<file path="config.mk">
export PLATFORM = sky130hd
export DESIGN_NAME = dsi_discrete_port
export DESIGN_NICKNAME = d
export VERILOG_FILES = /design/src/rtl/dsi_pkg.sv /design/src/rtl/dsi_edge_detect.sv /design/src/rtl/dsi_shift_reg.sv /design/src/rtl/dsi_cfg_latch.sv /design/src/rtl/dsi_discrete_port.sv
export SDC_FILE = /design/constraint.sdc
export NUM_CORES = 1
export LEC_CHECK = 0
export BUFFER_PORTS_ARGS = -buffer_cell sky130_fd_sc_hd__buf_2
export CAP_MARGIN = 20
export CORE_UTILIZATION = 35
export DETAILED_ROUTE_END_ITERATION = 10
export GPL_TIMING_DRIVEN = 0
export PLACE_DENSITY = 0.65
export SLEW_MARGIN = 20
export SYNTH_ARGS = -nofsm -noshare
export SYNTH_HDL_FRONTEND = slang
export SYNTH_HIERARCHICAL = 1
export SYNTH_SLANG_ARGS = --single-unit
</file>
<file path="constraint.sdc">
create_clock -name clk -period 1.4 [get_ports clk]
set_clock_uncertainty 0.2 [all_clocks]
set_input_delay 0.21 -clock clk [delete_from_list [all_inputs] [get_ports clk]]
set_output_delay 0.21 -clock clk [all_outputs]
set_load 0.01 [all_outputs]
</file>
<file path="src/rtl/dsi_pkg.sv">
package dsi_pkg;

    localparam int NCH_DEFAULT = 8;

    typedef enum logic {
        SEL_CFG  = 1'b0,
        SEL_SNAP = 1'b1
    } regsel_e;

    typedef struct packed {
        logic cs_fall;
        logic cs_rise;
        logic shift_pulse;
        logic selected;
    } spi_evt_t;

    function automatic logic pick_out(input regsel_e s, input logic snap_msb, input logic cfg_msb);
        return (s == SEL_SNAP) ? snap_msb : cfg_msb;
    endfunction

endpackage

</file>
<file path="src/rtl/dsi_edge_detect.sv">
module dsi_edge_detect
    import dsi_pkg::*;
(
    input  logic     clk,
    input  logic     rst,
    input  logic     cs_n,
    input  logic     sclk,
    output spi_evt_t evt
);

    logic csn_q;
    logic sck_q;

    always_ff @(posedge clk) begin
        if (rst) begin
            csn_q <= 1'b1;
            sck_q <= 1'b0;
        end else begin
            csn_q <= cs_n;
            sck_q <= sclk;
        end
    end

    always_comb begin
        evt.cs_fall     = !cs_n && csn_q;
        evt.cs_rise     = cs_n && !csn_q;
        evt.shift_pulse = sclk && !sck_q && !cs_n && !csn_q;
        evt.selected    = !cs_n;
    end

    AST_NO_SHIFT_IDLE: assert property (@(posedge clk) disable iff (rst)
        cs_n |-> !evt.shift_pulse) else $error("shift while deselected");

endmodule

</file>
<file path="src/rtl/dsi_shift_reg.sv">
module dsi_shift_reg #(
    parameter int W = 8
) (
    input  logic         clk,
    input  logic         rst,
    input  logic         load,
    input  logic [W-1:0] pdin,
    input  logic         shift,
    input  logic         sin,
    output logic [W-1:0] q
);

    logic [W-1:0] shifted;

    generate
        for (genvar i = 0; i < W; i++) begin : g_stage
            if (i == 0) begin : g_head
                assign shifted[i] = sin;
            end else begin : g_body
                assign shifted[i] = q[i-1];
            end
        end
    endgenerate

    always_ff @(posedge clk) begin
        if (rst) begin
            q <= '0;
        end else if (load) begin
            q <= pdin;
        end else if (shift) begin
            q <= shifted;
        end
    end

    AST_PARALLEL_LOAD: assert property (@(posedge clk) disable iff (rst)
        load |=> q == $past(pdin)) else $error("parallel load lost");
    AST_SERIAL_ENTRY: assert property (@(posedge clk) disable iff (rst)
        (shift && !load) |=> q[0] == $past(sin)) else $error("serial entry lost");
    AST_HOLD_IDLE: assert property (@(posedge clk) disable iff (rst)
        (!shift && !load) |=> $stable(q)) else $error("register moved while idle");

endmodule

</file>
<file path="src/rtl/dsi_cfg_latch.sv">
module dsi_cfg_latch #(
    parameter int W = 8
) (
    input  logic         clk,
    input  logic         rst,
    input  logic         commit,
    input  logic [W-1:0] d,
    output logic [W-1:0] q
);

    always_ff @(posedge clk) begin
        if (rst) begin
            q <= '0;
        end else if (commit) begin
            q <= d;
        end
    end

    AST_RESET_CLEAR: assert property (@(posedge clk)
        rst |=> q == '0) else $error("latch not cleared");
    AST_HOLD_NO_COMMIT: assert property (@(posedge clk) disable iff (rst)
        !commit |=> $stable(q)) else $error("latch moved without commit");

endmodule

</file>
<file path="src/rtl/dsi_discrete_port.sv">
module dsi_discrete_port
    import dsi_pkg::*;
#(
    parameter int NCH = NCH_DEFAULT
) (
    input  logic           clk,
    input  logic           rst,
    input  logic           cs_n,
    input  logic           sclk,
    input  logic           sel,
    input  logic           sdi,
    input  logic [NCH-1:0] din,
    output logic           sdo,
    output logic           sdo_oe,
    output logic [NCH-1:0] cfg_out
);

    localparam int MSB = NCH - 1;

    spi_evt_t       evt;
    regsel_e        sel_q;
    logic [NCH-1:0] snap_q;
    logic [NCH-1:0] cfg_q;
    logic           snap_load;
    logic           snap_shift;
    logic           cfg_shift;
    logic           cfg_commit;

    dsi_edge_detect u_edge (
        .clk  (clk),
        .rst  (rst),
        .cs_n (cs_n),
        .sclk (sclk),
        .evt  (evt)
    );

    always_ff @(posedge clk) begin
        if (rst) begin
            sel_q <= SEL_CFG;
        end else if (evt.cs_fall) begin
            sel_q <= regsel_e'(sel);
        end
    end

    always_comb begin
        snap_load  = evt.cs_fall && (sel == SEL_SNAP);
        snap_shift = evt.shift_pulse && (sel_q == SEL_SNAP);
        cfg_shift  = evt.shift_pulse && (sel_q == SEL_CFG);
        cfg_commit = evt.cs_rise && (sel_q == SEL_CFG);
    end

    dsi_shift_reg #(.W(NCH)) u_snap (
        .clk   (clk),
        .rst   (rst),
        .load  (snap_load),
        .pdin  (din),
        .shift (snap_shift),
        .sin   (sdi),
        .q     (snap_q)
    );

    dsi_shift_reg #(.W(NCH)) u_cfg (
        .clk   (clk),
        .rst   (rst),
        .load  (1'b0),
        .pdin  ('0),
        .shift (cfg_shift),
        .sin   (sdi),
        .q     (cfg_q)
    );

    dsi_cfg_latch #(.W(NCH)) u_latch (
        .clk    (clk),
        .rst    (rst),
        .commit (cfg_commit),
        .d      (cfg_q),
        .q      (cfg_out)
    );

    assign sdo    = pick_out(sel_q, snap_q[MSB], cfg_q[MSB]);
    assign sdo_oe = evt.selected;

    AST_SEL_HELD: assert property (@(posedge clk) disable iff (rst)
        (!cs_n && !$past(cs_n)) |=> $stable(sel_q)) else $error("select moved mid-transfer");
    AST_CFG_STABLE_LOW: assert property (@(posedge clk) disable iff (rst)
        !cs_n |=> $stable(cfg_out)) else $error("cfg_out moved during transfer");
    AST_CFG_SR_IDLE: assert property (@(posedge clk) disable iff (rst)
        (cs_n && $past(cs_n)) |=> $stable(cfg_q)) else $error("config register moved while idle");

endmodule

</file>
==> impl_summary.md <==
Outcome
The flow ran to the end, but the final reports show violations. The checks that failed: negative setup slack.

Worst setup path
The kind of critical path is reg2reg. The critical path goes through nor4b_4 -> and2b_2 -> buf_8 -> mux2i_2 -> a211oi_2. The highest-delay cell along the critical path is dfxtp_2. The worst register-to-register path has a setup slack of -170 ps.

The data required time at the worst endpoint is roughly 1400 ps. STA puts the critical path data arrival time at roughly 1600 ps. The critical path's largest stage delay is approximately 360 ps. The kind of start point of the critical path is a flip-flop.

The peak fanout along the critical path is 8. The kind of end point of the critical path is a flip-flop.

Synthesis
Of the post-synthesis cell area, the part taken by muxes is 0.222. The cell with the most instances after synthesis is dfxtp_1. Summed over all instances, the cell type with the most area after synthesis is dfxtp_1.

The area fraction in compound gates after synthesis came to 0.101. By area, the combinational part of the netlist is dominated by multiplexers. Yosys mapped a number of flops with a built-in enable equal to 0.

The flip-flop cell with the highest count after synthesis is dfxtp_1. During synthesis, Yosys emitted a total of 6 warnings. Of the total synthesized cell area, the portion taken by XOR and XNOR cells is 0.

In this run the mean area of a mapped cell was 10.6 sq um. Yosys attributes the largest share of cell area to dfxtp_1 (45%), mux2i_1 (21%), a211oi_1 (10%). The mapped netlist covers 1190 sq um. Of the total synthesized cell area, the portion taken by full adders, half adders and majority gates is 0. For this run, the register share of the synthesized area comes to 0.453. The commonest cells after synthesis are dfxtp_1 (27), mux2i_1 (25), nor2b_1 (18). Synthesis produced a netlist whose cell count is around 110. The number of synthesized register bits is 27. The fraction of synthesized cell area taken by the top area cell type is 0.453.

In the synthesized netlist the async set-or-reset flop fraction comes to 0. The area share of and/or/nand/nor cells after synthesis is 0.173. The count of unique library cells instantiated by Yosys is 17.

Floorplanning
After floorplanning, the core was sized to cover ~3200 sq um. The die area is ~3600 sq um. The initial utilization of the core area, before any placement, comes to 0.378. The horizontal extent of the die is about 60 um. The vertical extent of the die is roughly 60 um.

During I/O placement, the number of pins put on the boundary was 24. In this run the core area contains 20 standard-cell rows.

Pwr
The total power per unit cell area is between 800 and 900 nW/um^2. The share of total power dissipated in the clock network is 0.242. The share of total power dissipated in combinational logic is 0.150.

After layout, the design draws a total of around 1.4 mW. Of the total power, the share spent switching nets is 0.247. The analysis attributes to net switching a power of around 0.34 mW.

The leakage power figure is roughly 0.66 nW. The internal power contribution is roughly 1.0 mW. VDD sags by at most roughly 0.67 mV. The register share of total power is 0.609.

CTS
The insertion delay of the later-clocked pin in the worst-skew pair is 320 ps. The clock passes through at most 2 buffers. The clock net sink count is 27. The cell sitting at the root of the clock tree is a clkbuf_4. The clock tree from TritonCTS is built. In this run, CTS created clock tree buffers numbering 3. The clock-pin slew of the registers on the worst-case setup and hold paths is around 140 ps. The number of levels the H-tree was split into is 1.

Routing
In the final routed layout, each cell accounts on average for between 10 and 15 um. After detailed routing, the number of remaining DRC violations is 0. The via count is 933. The remaining antenna violation count is 0.

In the routed layout, each cell is associated on average with a via count of about 4.4. The total length of routed wires is ~2.4 mm. Before antenna repair, the detailed router went through 3 iterations.

The first routing iteration left between 40 and 50 violations.

Final layout
The final standard cell utilization of the core is 0.518. The antenna cell count is 0. The area of all placed cells without fillers is between 1500 and 2000 sq um. The number of filler cells placed in the layout is 300.

The growth of design area from synthesis to finish is 37.0%. The count of cells in the finished layout, fillers not included, comes to 213. In the final layout, the share of cells above drive strength 1 is 0.266. After the last flow step, the layout net total stands at 184.

Placement
After detailed placement, the total cell area comes to about 1400 sq um. Detailed placement finished with a half-perimeter wire length of between 1.5 and 2 mm. The count of input and output buffers is 23. Counting tap cells, the placed design contains a total of just under 200 instances. The routability congestion estimate is about 0.75.

Prior to clock tree synthesis, the placed netlist has a worst setup slack of -184 ps.

Flow run
The number of violations of the max-capacitance limit is 0.

Timing
After layout, the worst setup slack is -175 ps. In the finished design, the share of the clock period the worst path needs comes to 1.12. Setup repair after global routing could not meet its margin everywhere. The number of endpoints with negative hold slack in the final report is 0. The setup-violating endpoint count in the final report is 17.

The final-report max-slew violation count was 0. Timing would allow up to 635 MHz. After layout, the minimum clock period comes to 1570 ps.

GRT
Entering global routing, the biggest net connects 15 pins. The first-pass GRT wire length is 4.04 mm. The leftover overflow at the end of global routing is 0. For this run, the total global-route usage over all layers was measured as 0.148.

The number of antenna violations at the first check in global routing is 0. The number of global-route vias before repair is ~900.

Hold path
The path class of the tightest hold or removal check is in2reg.
[layer usage]
metal  part of all wire  global-route usage
met1               0.50               0.175
met2               0.46               0.265
met3              0.035              0.0448
met4             0.0046              0.0299
met5                  0                   0
[cell usage in the layout, fill, tap and decap left out, drive strengths merged]
master / n
buf: 30
dfxtp: 27
mux2i: 25
nor2b: 18
conb: 17
a211oi: 16
dlygate4sd3: 12
nor2: 9
clkbuf: 4
and2b: 3
inv: 3
and2: 2
mux2: 1
nor4b: 1
or2: 1
[sequential cells by signal (all words and copies together), names as in the netlist]
name	count
u_latch/q	8
u_snap/q	8
u_cfg/q	8
u_edge/sck_q	1
u_edge/csn_q	1
sel_q	1
[kinds of logic after synthesis]
logic type,after synthesis
simple gates,34
flops,27
mux,26
compound gates,16
buf+inv,9
other cells,1
[metrics by stage]
| stage | hold slack, ps | setup TNS, ps |
|---|---|---|
| final | 56.3 | -2360 |
| after CTS | 27.1 | -2290 |
| after detailed placement | 254 | -2600 |
| after global routing | 57.9 | -4000 |
| after floorplan | 81.6 | -454 |
| after global placement | 231 | -2540 |
[critical path, delay by kind of cell (launching register included)]
kind            cells  cell delay (ps)
compound gates      1               80
buf+inv             1              140
flops               1              360
mux                 1              230
simple gates        2              440
[area by class of cell]
| class | count | area, sq um | share of cell area |
|---|---|---|---|
| multi-input combinational | 93 | 687 | 0.420 |
| sequential | 27 | 546 | 0.334 |
| timing repair buffer | 36 | 253 | 0.155 |
| buffer | 6 | 56.3 | 0.0345 |
| tap | 44 | 55.1 | 0.0337 |
| clock buffer | 4 | 26.3 | 0.0161 |
| inverter | 3 | 11.3 | 0.00689 |
[worst paths after layout]
kind | start | endpoint | cells past startpoint
setup / recovery | u_edge/csn_q | u_cfg/q[1] | 5
hold / removal | sdi | u_snap/q[0] | 3
setup reg to reg | u_edge/csn_q | u_cfg/q[1] | 5
hold reg to reg | u_latch/q[7] | u_latch/q[7] | 2
[power groups by stage]
| stage | Combinational (mW) | Sequential, mW | Clock (mW) |
|---|---|---|---|
| floorplan | 0.110 | 0.849 | 0 |
| global placement | 0.153 | 0.853 | 0 |
| detailed placement | 0.159 | 0.855 | 0 |
| CTS | 0.194 | 0.837 | 0.353 |
| global route | 0.229 | 0.845 | 0.380 |
| finish | 0.207 | 0.839 | 0.333 |
[repair_timing]
action	4_1_cts	5_1_grt
hold buffers	12	0
endpoints found under the hold margin	11	0
setup buffers	1	0
setup endpoints to repair	17	25
gates resized for setup	5	9
pin swaps	8	8
No activity file was read; power rests on OpenSTA's default activity.
